<file path="src/rtl/prbs_loop_pkg.sv">
package prbs_loop_pkg;

    localparam int WORD_W  = 32;
    localparam int STATE_W = 31;

    typedef enum logic [1:0] {
        ST_IDLE  = 2'd0,
        ST_ALIGN = 2'd1,
        ST_BOND  = 2'd2,
        ST_RUN   = 2'd3
    } stage_e;

    typedef struct packed {
        logic [STATE_W-1:0] state;
        logic [WORD_W-1:0]  word;
    } prbs_step_t;

    // x^31 + x^28 + 1, WORD_W bits per call, oldest bit lands in the MSB
    function automatic prbs_step_t prbs31_advance(input logic [STATE_W-1:0] s_in);
        prbs_step_t r;
        logic [STATE_W-1:0] s;
        logic [WORD_W-1:0]  w;
        logic nb;
        s = s_in;
        w = '0;
        for (int i = 0; i < WORD_W; i++) begin
            nb = s[30] ^ s[27];
            s  = {s[STATE_W-2:0], nb};
            w  = {w[WORD_W-2:0], nb};
        end
        r.state = s;
        r.word  = w;
        return r;
    endfunction

endpackage

</file>
<file path="src/rtl/btn_cond.sv">
module btn_cond #(
    parameter int DB_CNT = 1000
) (
    input  logic clk,
    input  logic rst,
    input  logic raw_i,
    output logic rel_o
);
    localparam int CW = $clog2(DB_CNT + 1);

    logic [1:0]    sync_q;
    logic          stable_q;
    logic [CW-1:0] cnt_q;

    always_ff @(posedge clk) begin
        if (rst) begin
            sync_q   <= '0;
            stable_q <= 1'b0;
            cnt_q    <= '0;
            rel_o    <= 1'b0;
        end else begin
            sync_q <= {sync_q[0], raw_i};
            rel_o  <= 1'b0;
            if (sync_q[1] == stable_q) begin
                cnt_q <= '0;
            end else if (cnt_q == CW'(DB_CNT - 1)) begin
                stable_q <= sync_q[1];
                cnt_q    <= '0;
                rel_o    <= stable_q;
            end else begin
                cnt_q <= cnt_q + 1'b1;
            end
        end
    end
endmodule

</file>
<file path="src/rtl/prbs_tx_lane.sv">
module prbs_tx_lane
    import prbs_loop_pkg::*;
#(
    parameter logic [STATE_W-1:0] SEED = 31'h1
) (
    input  logic              clk,
    input  logic              rst,
    input  logic              run_i,
    input  logic              flip_i,
    output logic [WORD_W-1:0] word_o
);
    logic [STATE_W-1:0] state_q;
    prbs_step_t         nxt;

    always_comb nxt = prbs31_advance(state_q);

    always_ff @(posedge clk) begin
        if (rst) begin
            state_q <= SEED;
            word_o  <= '0;
        end else if (run_i) begin
            state_q <= nxt.state;
            word_o  <= nxt.word ^ {{(WORD_W-1){1'b0}}, flip_i};
        end
    end
endmodule

</file>
<file path="src/rtl/prbs_rx_lane.sv">
module prbs_rx_lane
    import prbs_loop_pkg::*;
(
    input  logic              clk,
    input  logic              rst,
    input  logic              arm_i,
    input  logic              ok_i,
    input  logic [WORD_W-1:0] word_i,
    output logic              mism_o
);
    logic               seeded_q;
    logic [STATE_W-1:0] state_q;
    prbs_step_t         nxt;

    always_comb nxt = prbs31_advance(state_q);

    always_ff @(posedge clk) begin
        if (rst) begin
            seeded_q <= 1'b0;
            state_q  <= '0;
            mism_o   <= 1'b0;
        end else begin
            mism_o <= 1'b0;
            if (arm_i) begin
                if (!seeded_q) begin
                    if (ok_i) begin
                        state_q  <= word_i[STATE_W-1:0];
                        seeded_q <= 1'b1;
                    end
                end else begin
                    state_q <= nxt.state;
                    if (ok_i && (word_i != nxt.word))
                        mism_o <= 1'b1;
                end
            end
        end
    end
endmodule

</file>
<file path="src/rtl/prbs_loop_ctl.sv">
module prbs_loop_ctl
    import prbs_loop_pkg::*;
#(
    parameter int                 LANES     = 4,
    parameter int                 DB_CNT    = 1000,
    parameter logic [STATE_W-1:0] SEED_BASE = 31'h2A5F_0C31
) (
    input  logic                      clk,
    input  logic                      rst,
    input  logic [2:0]                btn_i,
    output logic [LANES*WORD_W-1:0]   tx_data_o,
    output logic                      tx_valid_o,
    output logic                      align_en_o,
    output logic                      bond_en_o,
    input  logic [LANES*WORD_W-1:0]   rx_data_i,
    input  logic                      rx_valid_i,
    input  logic                      rx_bonded_i,
    output logic [3:0]                leds_o
);
    localparam int NBTN = 3;
    localparam int WCW  = $clog2(DB_CNT + 1);

    logic [NBTN-1:0] rel;

    for (genvar b = 0; b < NBTN; b++) begin : g_btn
        btn_cond #(.DB_CNT(DB_CNT)) u_btn (
            .clk   (clk),
            .rst   (rst),
            .raw_i (btn_i[b]),
            .rel_o (rel[b])
        );
    end

    // Pairing window for buttons 1 and 2
    logic           win_on;
    logic [1:0]     win_mask;
    logic [WCW-1:0] win_cnt;
    logic           fire;
    logic [1:0]     fire_mask;

    always_ff @(posedge clk) begin
        if (rst) begin
            win_on    <= 1'b0;
            win_mask  <= '0;
            win_cnt   <= '0;
            fire      <= 1'b0;
            fire_mask <= '0;
        end else begin
            fire <= 1'b0;
            if (win_on) begin
                win_mask <= win_mask | rel[2:1];
                if (win_cnt == WCW'(DB_CNT - 1)) begin
                    win_on    <= 1'b0;
                    fire      <= 1'b1;
                    fire_mask <= win_mask | rel[2:1];
                end else begin
                    win_cnt <= win_cnt + 1'b1;
                end
            end else if (|rel[2:1]) begin
                win_on   <= 1'b1;
                win_mask <= rel[2:1];
                win_cnt  <= '0;
            end
        end
    end

    logic ev_bond, ev_start, ev_pair;
    assign ev_bond  = fire && (fire_mask == 2'b01);
    assign ev_start = fire && (fire_mask == 2'b10);
    assign ev_pair  = fire && (fire_mask == 2'b11);

    stage_e stage_q;

    always_ff @(posedge clk) begin
        if (rst) begin
            stage_q <= ST_IDLE;
        end else begin
            unique case (stage_q)
                ST_IDLE:  if (rel[0])   stage_q <= ST_ALIGN;
                ST_ALIGN: if (ev_bond)  stage_q <= ST_BOND;
                ST_BOND:  if (ev_start) stage_q <= ST_RUN;
                default:  stage_q <= stage_q;
            endcase
        end
    end

    logic run, inject;
    assign run    = (stage_q == ST_RUN);
    assign inject = ev_pair && run;

    logic [LANES-1:0] flip_vec;
    logic [LANES-1:0] mism_vec;
    logic             rx_ok;
    assign flip_vec = {{(LANES-1){1'b0}}, inject};
    assign rx_ok    = rx_valid_i & rx_bonded_i;

    for (genvar l = 0; l < LANES; l++) begin : g_lane
        prbs_tx_lane #(.SEED(SEED_BASE + STATE_W'(l))) u_tx (
            .clk    (clk),
            .rst    (rst),
            .run_i  (run),
            .flip_i (flip_vec[l]),
            .word_o (tx_data_o[l*WORD_W +: WORD_W])
        );
        prbs_rx_lane u_rx (
            .clk    (clk),
            .rst    (rst),
            .arm_i  (run),
            .ok_i   (rx_ok),
            .word_i (rx_data_i[l*WORD_W +: WORD_W]),
            .mism_o (mism_vec[l])
        );
    end

    logic err_q;

    always_ff @(posedge clk) begin
        if (rst) begin
            err_q      <= 1'b0;
            tx_valid_o <= 1'b0;
        end else begin
            tx_valid_o <= run;
            if (|mism_vec) err_q <= 1'b1;
        end
    end

    assign align_en_o = (stage_q != ST_IDLE);
    assign bond_en_o  = (stage_q == ST_BOND) || run;
    assign leds_o     = {err_q, run, bond_en_o, align_en_o};

endmodule

</file>
<file path="config.mk">
export PLATFORM = sky130hd
export DESIGN_NAME = prbs_loop_ctl
export DESIGN_NICKNAME = d
export VERILOG_FILES = /design/src/rtl/prbs_loop_pkg.sv /design/src/rtl/btn_cond.sv /design/src/rtl/prbs_tx_lane.sv /design/src/rtl/prbs_rx_lane.sv /design/src/rtl/prbs_loop_ctl.sv
export SDC_FILE = /design/constraint.sdc
export NUM_CORES = 1
export LEC_CHECK = 0
export BUFFER_PORTS_ARGS = -buffer_cell sky130_fd_sc_hd__buf_4
export CELL_PAD_IN_SITES_DETAIL_PLACEMENT = 1
export CELL_PAD_IN_SITES_GLOBAL_PLACEMENT = 1
export CORE_MARGIN = 5
export CORE_UTILIZATION = 40
export DETAILED_ROUTE_END_ITERATION = 10
export PLACE_DENSITY = 0.79
export SKIP_LAST_GASP = 1
export SYNTH_ARGS = -nofsm -noshare
export SYNTH_HDL_FRONTEND = slang
export SYNTH_HIERARCHICAL = 1
export SYNTH_SLANG_ARGS = --single-unit
</file>
<file path="constraint.sdc">
create_clock -name clk -period 1.9 [get_ports clk]
set_input_delay 0.095 -clock clk [delete_from_list [all_inputs] [get_ports clk]]
set_output_delay 0.095 -clock clk [all_outputs]
set_load 0.005 [all_outputs]
</file>
==> results of run 1 <==
## power breakdown
| group | switching, W | internal (W) |
|---|---|---|
| clock network | 0.00360 | 0.00534 |
| logic | 0.000531 | 0.000544 |
| registers | 0.0000219 | 0.00801 |
| total | 0.00415 | 0.0139 |
## layout make-up
| class | count | share of cell area [%] |
|---|---|---|
| Inverter | 28 | 0.416 |
| Tap cell | 622 | 3.08 |
| Timing Repair Buffer | 495 | 16.7 |
| Multi-Input combinational cell | 1646 | 43.3 |
| Sequential cell | 381 | 30.3 |
| Antenna cell | 10 | 0.0990 |
| Clock inverter | 16 | 0.936 |
| Clock buffer | 62 | 5.15 |
## cells by family (layout without fill, tap and decap cells)
group | count (synthesis) | in the layout
buf+inv | 239 | 601
compound gates | 475 | 475
xor+xnor | 384 | 384
flops | 381 | 381
other cells | 1 | 16
mux | 17 | 17
fa+ha+maj | 10 | 10
simple gates | 754 | 754
## worst paths after layout
check,to
max reg2reg,g_lane[3].u_rx/mism_o
max,g_lane[3].u_rx/mism_o
min,g_lane[1].u_rx/state_q[17]
min reg2reg,g_btn[2].u_btn/sync_q[1]
## per-layer routing
metal	wire, um	global-route usage [%]
met5	54	0
met4	2410	8.49
met3	2530	4.21
met2	31800	39.7
met1	25900	26.1
## cell usage after synthesis (21+ instances only)
cell type	n
buf_2	25
o21bai_1	36
or4_1	21
nand3_1	36
clkbuf_1	101
nand4_1	22
dfxtp_1	381
nor2_1	473
inv_1	25
nand2_1	33
or3_1	23
xnor2_1	233
buf_4	73
nor3_1	55
xor2_1	131
a211oi_1	193
a21oi_1	151
## tightest hold or removal path: stages
cell and delay, ns:
buf_4 0.12, nor2_1 0.09, a211oi_1 0.07, a21oi_1 0.13
nor2_1 0.06
## timing repair
action                                  4_1_cts  5_1_grt
hold endpoints to repair                    120        0
pin swaps                                     3        6
gates resized for setup                      12       20
buffers inserted                              2        2
endpoints found under the setup margin        6       13
hold buffers                                112        0
## registers in the layout (all words and copies together) (netlist names)
name / count
g_lane.u_tx/word_o: 128
fire: 1
g_lane.u_rx/seeded_q: 4
g_btn.u_btn/stable_q: 3
win_on: 1
err_q: 1
win_mask: 2
stage_q: 2
g_lane.u_rx/mism_o: 4
g_btn.u_btn/rel_o: 3
g_lane.u_rx/state_q: 124
g_lane.u_tx/state_q: 59
tx_valid_o: 1
g_btn.u_btn/cnt_q: 30
g_btn.u_btn/sync_q: 6
win_cnt: 10
fire_mask: 2
## through the flow
| step | cell area (um2) | setup TNS [ns] |
|---|---|---|
| finish | 25300 | -0.392 |
| global route | 25300 | -0.554 |
| CTS | 25100 | -0.213 |
| detailed placement | 22400 | -0.306 |
| global placement | 22400 | -0.208 |
| floorplan | 19600 | 0 |
==> impl_metrics.tcl, run 1 <==
set metrics [dict create \
    fmax_mhz 493 \
    num_rows 81 \
    die-height_um 231 \
    synth_xor_area_share_pct 18.5 \
    synth_flop_cell "dfxtp_1" \
    multiInputGateArea_um2 10900 \
    final_common_cell "nor2_1" \
    yosysWarningCount 6 \
    pin_count 270 \
    crit_top_cell "or4_4" \
    avgSynthCellArea_um2 8.65 \
    status "finished with violations" \
    synth-compound-area-share_pct 16.5 \
    grt_pass1_wl_um 98500 \
    slowest_delay_ns 0.54 \
    r2r-start "g_lane[3].u_rx/state_q[26]" \
    wl_per_cell_um 19.2 \
    portBuffers 269 \
    synth-edff-count 0 \
    first_pass_iters 5 \
    rrSetupSlack_ns -0.13 \
    slew-limit-headroom_pct 61.6 \
    syn_area_um2 19600 \
    layout_min_cycle_time_ns 2.03 \
    viasPerCell 5.43 \
    power_w 0.0180 \
    synth_seq_area_share_pct 39.0 \
    drt-initial-drc-count 983 \
    synth.mux.area_fraction_pct 0.895 \
    drcViolationCount 0 \
    area_delta_synth_final_pct 29.1 \
    cpLargestDelayFamily "simple AND/OR/NAND/NOR gates" \
    drive_above_1_share_pct 20.3 \
    hold_violations 0 \
    synth_top_family_by_area "XOR/XNOR gates" \
    final_cells 3260 \
    critical_path_depth 5 \
    tightest_slew_ns 0.577 \
    synthAdderAreaFrac_pct 0.639 \
    fin_skew_ns 0.0300 \
    wirelength_um 62800 \
    cp-startpoint "g_lane[3].u_rx/state_q[26]" \
    hold_path_startpoint "rx_data_i[49]" \
    synth-seq-cells 381 \
    clock-sinks 381 \
    place_inst 3056 \
    fin_nets 2742 \
    final_cell_mix "473 x nor2_1, 364 x buf_4, 363 x dfxtp_1" \
    critPathKind "flip-flop to flip-flop" \
    syn_inst 2261 \
    ys_types 71 \
    hold_slack_ns 0.0281 \
    ys_async_sr_fraction_pct 0 \
    drv_slew 0 \
    start_util_pct 40.2 \
    pre_cts_slack_ns -0.101 \
    clk_latency_ns 0.58 \
    postRouteAntennaNets 0 \
    utilization_pct 51.9 \
    clkTransAtPathRegs_ns 0.06 \
    synth_top_area_share_pct 39.0 \
    gp_congestion 0.843 \
    cp_max_fo 3 \
    violations "negative setup slack" \
    critPathRequiredTime_ns 2.37 \
    r2r_cells 5 \
    core_um2 48600 \
    start_kind "flip-flop" \
    synth.largest_area_cell "dfxtp_1" \
    fill_cells 5637 \
    rsz0062_at_grt "yes" \
    crit_path_end_kind "flip-flop" \
    power.density_nw_per_um2 714 \
    setup_ws_ns -0.128 \
    fp.dieW_um 231 \
    dieArea_um2 53400 \
    antenna_found_initial 13 \
    grt_max_degree 83 \
    fin_crit_sh_pct 107 \
    ir_worst_vdd_mv 0.611 \
    hold_path_class "input pin to flip-flop" \
    cts_made_buffers 45 \
    crit_slowest_cell "or4_4" \
    yosys-top-cells-area "dfxtp_1 39%, xnor2_1 10%, nor2_1 9.1%, a211oi_1 7.4%, xor2_1 5.9%" \
    clk_path_buf_depth 3 \
    p_leak_nw 9.64 \
    yosys.area_share.simple_pct 18.2 \
    cts_tree "yes" \
    grt_pass1_vias 18800 \
    regArea_um2 7650 \
    htreeDepth 2 \
    finalSetupViolCount 4 \
    grt_remaining_overflow 0 \
    crit_path_cell_trace "xnor2_4 -> xnor2_1 -> or4_4 -> or4_4 -> o31a_1" \
    track_usage_pct 22.1 \
    path_buf_inv 0 \
    critPathArrivalTime_ns 2.50 \
    cts-root-buf "clkbuf_16" \
    whs_path_depth 5 \
    hpwl_um 41400 \
    maxCapViolations 0 \
    vias 17700 \
]
Note: power is estimated with default switching activity, not from simulation.
==> run 2: changes to the inputs <==
--- a/config.mk
+++ b/config.mk
@@ -11,8 +11,7 @@
 export CORE_MARGIN = 5
 export CORE_UTILIZATION = 40
 export DETAILED_ROUTE_END_ITERATION = 10
-export PLACE_DENSITY = 0.79
-export SKIP_LAST_GASP = 1
+export PLACE_DENSITY = 0.74
 export SYNTH_ARGS = -nofsm -noshare
 export SYNTH_HDL_FRONTEND = slang
 export SYNTH_HIERARCHICAL = 1
==> impl_metrics.tcl, run 2 (same netlist as run 1, synthesis figures left out) <==
set metrics [dict create \
    drt-initial-drc-count 931 \
    die-height_um 231 \
    htreeDepth 2 \
    pin_count 270 \
    cts-root-buf "clkbuf_16" \
    fin_skew_ns 0.0265 \
    cp_max_fo 3 \
    hpwl_um 41200 \
    rsz0062_at_grt "yes" \
    critPathRequiredTime_ns 2.34 \
    clk_path_buf_depth 3 \
    fill_cells 5635 \
    final_cell_mix "473 x nor2_1, 361 x dfxtp_1, 356 x buf_4" \
    antenna_found_initial 9 \
    p_leak_nw 9.52 \
    multiInputGateArea_um2 10900 \
    setup.worst_path.end "g_lane[0].u_rx/mism_o" \
    gp_congestion 0.841 \
    final_common_cell "nor2_1" \
    power_w 0.0178 \
    maxCapViolations 0 \
    utilization_pct 51.3 \
    violations "negative setup slack" \
    hold_path_class "input pin to flip-flop" \
    ir_worst_vdd_mv 0.529 \
    track_usage_pct 21.8 \
    start_util_pct 40.2 \
    drive_above_1_share_pct 19.7 \
    cts_made_buffers 45 \
    start_kind "flip-flop" \
    fin_nets 2723 \
    dieArea_um2 53400 \
    postRouteAntennaNets 0 \
    wirelength_um 60200 \
    fmax_mhz 507 \
    grt_remaining_overflow 0 \
    clock-sinks 381 \
    rrSetupSlack_ns -0.07 \
    first_pass_iters 5 \
    crit_top_cell "or4_1" \
    clk_latency_ns 0.57 \
    top_regs "g_lane.u_tx/word_o (128), g_lane.u_rx/state_q (124), g_lane.u_tx/state_q (59)" \
    finalSetupViolCount 4 \
    top_register "g_lane.u_tx/word_o" \
    crit_slowest_cell "or4_1" \
    status "finished with violations" \
    num_rows 81 \
    grt_max_degree 80 \
    clkTransAtPathRegs_ns 0.06 \
    drcViolationCount 0 \
    viasPerCell 5.35 \
    fin_setup_tns_ns -0.258 \
    tightest_slew_ns 0.656 \
    fin_crit_sh_pct 104 \
    critical_path_depth 5 \
    largest_reg_flops 128 \
    power.density_nw_per_um2 712 \
    grt_pass1_vias 18300 \
    drv_slew 0 \
    r2r-end "g_lane[0].u_rx/mism_o" \
    r2r_cells 5 \
    area_delta_synth_final_pct 27.7 \
    cts_tree "yes" \
    critPathArrivalTime_ns 2.41 \
    fp.dieW_um 231 \
    layout_min_cycle_time_ns 1.97 \
    crit_path_cell_trace "xnor2_2 -> xnor2_1 -> or4_1 -> or4_1 -> o31a_1" \
    cp-startpoint "g_lane[0].u_rx/state_q[26]" \
    slew-limit-headroom_pct 56.3 \
    setup_ws_ns -0.0730 \
    portBuffers 269 \
    slowest_delay_ns 0.53 \
    regArea_um2 7660 \
    critPathKind "flip-flop to flip-flop" \
    path_buf_inv 0 \
    vias 17300 \
    cpLargestDelayFamily "simple AND/OR/NAND/NOR gates" \
    grt_pass1_wl_um 96600 \
    hold_violations 0 \
    core_um2 48600 \
    r2r-start "g_lane[0].u_rx/state_q[26]" \
    wl_per_cell_um 18.6 \
    crit_path_end_kind "flip-flop" \
]
run 2: changes by cell type in the layout (fill, tap and decap cells not counted), sizes merged:
cell	delta
clkinv	-3
bufinv	-1
dlygate4sd3	-8
clkinvlp	-1
clkbuf	+4
diode	-1
buf	-11
inv	+1
run 2: worst register-to-register path, delay by kind of cell (launching register included):
kind	cells	cell delay (ns)
simple gates	2	0.95
flops	1	0.34
compound gates	1	0.29
xor+xnor	2	0.27
run 2: report_power, final:
part / switching [W] / internal [W]
sequential: 0.0000215 / 0.00800
clock: 0.00347 / 0.00525
combinational: 0.000509 / 0.000534
run 2: worst min path at each step:
stage / from / to / cells after the start
after floorplan: rst / g_btn[0].u_btn/stable_q / 1
after global placement: btn_i[2] / g_btn[2].u_btn/sync_q[0] / 2
after detailed placement: btn_i[1] / g_btn[1].u_btn/sync_q[0] / 2
after CTS: rx_data_i[88] / g_lane[2].u_rx/state_q[24] / 5
after global routing: rx_data_i[73] / g_lane[2].u_rx/mism_o / 5
final: rx_data_i[19] / g_lane[0].u_rx/state_q[19] / 5
run 2: area by class of cell:
class | instances | area share [%]
clock inverters | 12 | 0.586
multi-input cells | 1646 | 43.6
inverters | 28 | 0.421
well taps | 622 | 3.12
flip-flops and latches | 381 | 30.7
repair buffers | 476 | 16.1
diodes | 9 | 0.0902
clock buffers | 66 | 5.34
run 2: per-layer routing:
layer / global-route usage, % / up-vias / part of all wire (%)
met2: 38.7 / 318 / 50
met1: 26.3 / 8463 / 42
li1: - / 8415 / -
met3: 4.35 / 122 / 4.5
met5: 0 / - / 0.022
met4: 7.39 / 2 / 3.1
run 2: through the flow:
stage               cell area [um2]  setup WS (ns)  instances  hold WS (ns)
finish                        25000        -0.0730       3240        0.0240
floorplan                     19600         0.0257       2266         0.164
global placement              22300        -0.0824       3047         0.322
global route                  25000         -0.129       3236        0.0273
detailed placement            22300        -0.0811       3047         0.321
CTS                           24900        -0.0844       3228       0.00121
run 2: repair_timing:
item / CTS / global route
gates resized for setup: 13 / 13
buffers inserted: 0 / 3
endpoints found under the setup margin: 6 / 6
hold buffers: 104 / 0
hold endpoints to repair: 105 / 0
pin swaps: 5 / 6
==> run 3: changes to the inputs <==
--- a/config.mk
+++ b/config.mk
@@ -9,9 +9,9 @@
 export CELL_PAD_IN_SITES_DETAIL_PLACEMENT = 1
 export CELL_PAD_IN_SITES_GLOBAL_PLACEMENT = 1
 export CORE_MARGIN = 5
-export CORE_UTILIZATION = 40
+export CORE_UTILIZATION = 35
 export DETAILED_ROUTE_END_ITERATION = 10
-export PLACE_DENSITY = 0.74
+export PLACE_DENSITY = 0.66
 export SYNTH_ARGS = -nofsm -noshare
 export SYNTH_HDL_FRONTEND = slang
 export SYNTH_HIERARCHICAL = 1
==> impl_metrics.tcl, run 3 (same netlist as run 1, synthesis figures left out) <==
set metrics [dict create \
    critPathKind "flip-flop to flip-flop" \
    postRouteAntennaNets 0 \
    grt_pass1_wl_um 96300 \
    power.density_nw_per_um2 708 \
    rsz0062_at_grt "yes" \
    hpwl_um 41600 \
    slew-limit-headroom_pct 56.3 \
    cts_tree "yes" \
    start_kind "flip-flop" \
    slowest_delay_ns 0.56 \
    status "finished with violations" \
    fin_crit_sh_pct 104 \
    violations "negative setup slack" \
    pre_cts_slack_ns -0.0987 \
    portBuffers 269 \
    fin_skew_ns 0.0183 \
    maxCapViolations 0 \
    fp.dieW_um 246 \
    setup_ws_ns -0.0820 \
    top_register "g_lane.u_tx/word_o" \
    num_rows 86 \
    r2r-end "g_lane[3].u_rx/mism_o" \
    multiInputGateArea_um2 10900 \
    finalSetupViolCount 4 \
    die-height_um 246 \
    dieArea_um2 60700 \
    crit_slowest_cell "or4_4" \
    cts-root-buf "clkbuf_16" \
    grt_max_degree 90 \
    cp_max_fo 3 \
    dr_wl_met2_um 29700 \
    area_delta_synth_final_pct 30.7 \
    final_cell_mix "473 x nor2_1, 375 x buf_4, 362 x dfxtp_1" \
    vias 17400 \
    p_leak_nw 9.72 \
    crit_path_end_kind "flip-flop" \
    tightest_slew_ns 0.655 \
    met1_length_um 26800 \
    wl_met3_um 2460 \
    regArea_um2 7660 \
    hold_path_class "input pin to flip-flop" \
    start_util_pct 35.4 \
    r2r-start "g_lane[3].u_rx/state_q[26]" \
    fill_cells 6349 \
    track_usage_pct 19.1 \
    layout_min_cycle_time_ns 1.98 \
    wl_per_cell_um 17.9 \
    crit_path_cell_trace "xnor2_2 -> xnor2_1 -> or4_4 -> or4_4 -> o31a_1" \
    first_pass_iters 5 \
    r2r_cells 5 \
    fin_nets 2767 \
    top_regs "g_lane.u_tx/word_o (128), g_lane.u_rx/state_q (124), g_lane.u_tx/state_q (59)" \
    clk_latency_ns 0.58 \
    cp-startpoint "g_lane[3].u_rx/state_q[26]" \
    critPathArrivalTime_ns 2.44 \
    wirelength_um 61100 \
    final_common_cell "nor2_1" \
    crit_top_cell "or4_4" \
    fmax_mhz 505 \
    drt-initial-drc-count 678 \
    hold_violations 0 \
    critPathRequiredTime_ns 2.36 \
    ir_worst_vdd_mv 0.779 \
    grt_remaining_overflow 0 \
    power_w 0.0181 \
    utilization_pct 46.3 \
    drive_above_1_share_pct 20.4 \
    gp_congestion 0.813 \
    hold_slack_ns 0.0309 \
    pin_count 270 \
    setup.worst_path.end "g_lane[3].u_rx/mism_o" \
    viasPerCell 5.09 \
    antenna_found_initial 14 \
    largest_reg_flops 128 \
    rrSetupSlack_ns -0.08 \
    highest_layer "met5" \
    grt_pass1_vias 18100 \
    clk_path_buf_depth 3 \
    clkTransAtPathRegs_ns 0.06 \
    clock-sinks 381 \
    cts_made_buffers 46 \
    core_um2 55200 \
    htreeDepth 2 \
    drv_slew 0 \
    drcViolationCount 0 \
]
[run 3: changes by cell type in the layout (fill, tap and decap cells not counted), moves of 4 or more]
| cell | before | now |
|---|---|---|
| dlygate4sd3_1 | 104 | 129 |
| xnor2_2 | 15 | 19 |
| clkbuf_1 | 8 | 4 |
| clkinv_2 | 6 | 11 |
| clkbuf_8 | 13 | 9 |
| buf_4 | 356 | 375 |
[run 3: through the flow]
| step | setup TNS (ns) | instances | instance area [um2] |
|---|---|---|---|
| floorplan | 0 | 2266 | 19600 |
| global placement | -0.233 | 3189 | 22600 |
| detailed placement | -0.290 | 3189 | 22600 |
| CTS | -0.300 | 3399 | 25400 |
| global route | -0.487 | 3411 | 25600 |
| finish | -0.295 | 3414 | 25600 |
[run 3: critical path: cells and delay by family, from the launching register on]
kind	cells	cell delay (ns)
and+or+nand+nor	2	0.99
AOI/OAI and AO/OA	1	0.24
DFF	1	0.36
xor gates and xnor gates	2	0.27
[run 3: worst min path at each step]
stage / start / end / slack [ns] / depth (start not counted)
6_report: rx_data_i[92] / g_lane[2].u_rx/state_q[28] / 0.03 / 5
5_1_grt: rx_data_i[92] / g_lane[2].u_rx/mism_o / 0.04 / 5
4_1_cts: rx_data_i[121] / g_lane[3].u_rx/state_q[25] / 0.001 / 5
3_5_place_dp: btn_i[2] / g_btn[2].u_btn/sync_q[0] / 0.34 / 2
3_3_place_gp: btn_i[2] / g_btn[2].u_btn/sync_q[0] / 0.34 / 2
2_1_floorplan: rst / g_btn[0].u_btn/stable_q / 0.16 / 1
[run 3: where the power goes]
part / leakage (nW) / internal, W / switching, W / total, W
registers: 3.08 / 0.00800 / 0.0000211 / 0.00802
clock network: 0.757 / 0.00539 / 0.00359 / 0.00899
logic: 5.88 / 0.000571 / 0.000530 / 0.00110
total: 9.72 / 0.0140 / 0.00414 / 0.0181
[run 3: metal layers]
metal | global-route usage [%] | up-vias
met5 | 0 | -
met4 | 6.53 | 4
met3 | 3.73 | 138
met2 | 33.2 | 307
met1 | 23.7 | 8451
li1 | - | 8482
[run 3: final cells by class]
class | instances | share of cell area, %
clock buffers | 60 | 5.14
inverters | 28 | 0.411
well taps | 748 | 3.66
clock inverters | 20 | 0.841
flip-flops and latches | 381 | 29.9
repair buffers | 519 | 17.3
multi-input cells | 1646 | 42.6
diodes | 12 | 0.117
[run 3: what timing repair did]
action                                  4_1_cts  5_1_grt
endpoints found under the setup margin        6        6
hold buffers                                129        0
gates cloned                                  0        1
buffers inserted                              2        2
gates resized for setup                       9       18
endpoints found under the hold margin       127        0
pin swaps                                     4       11
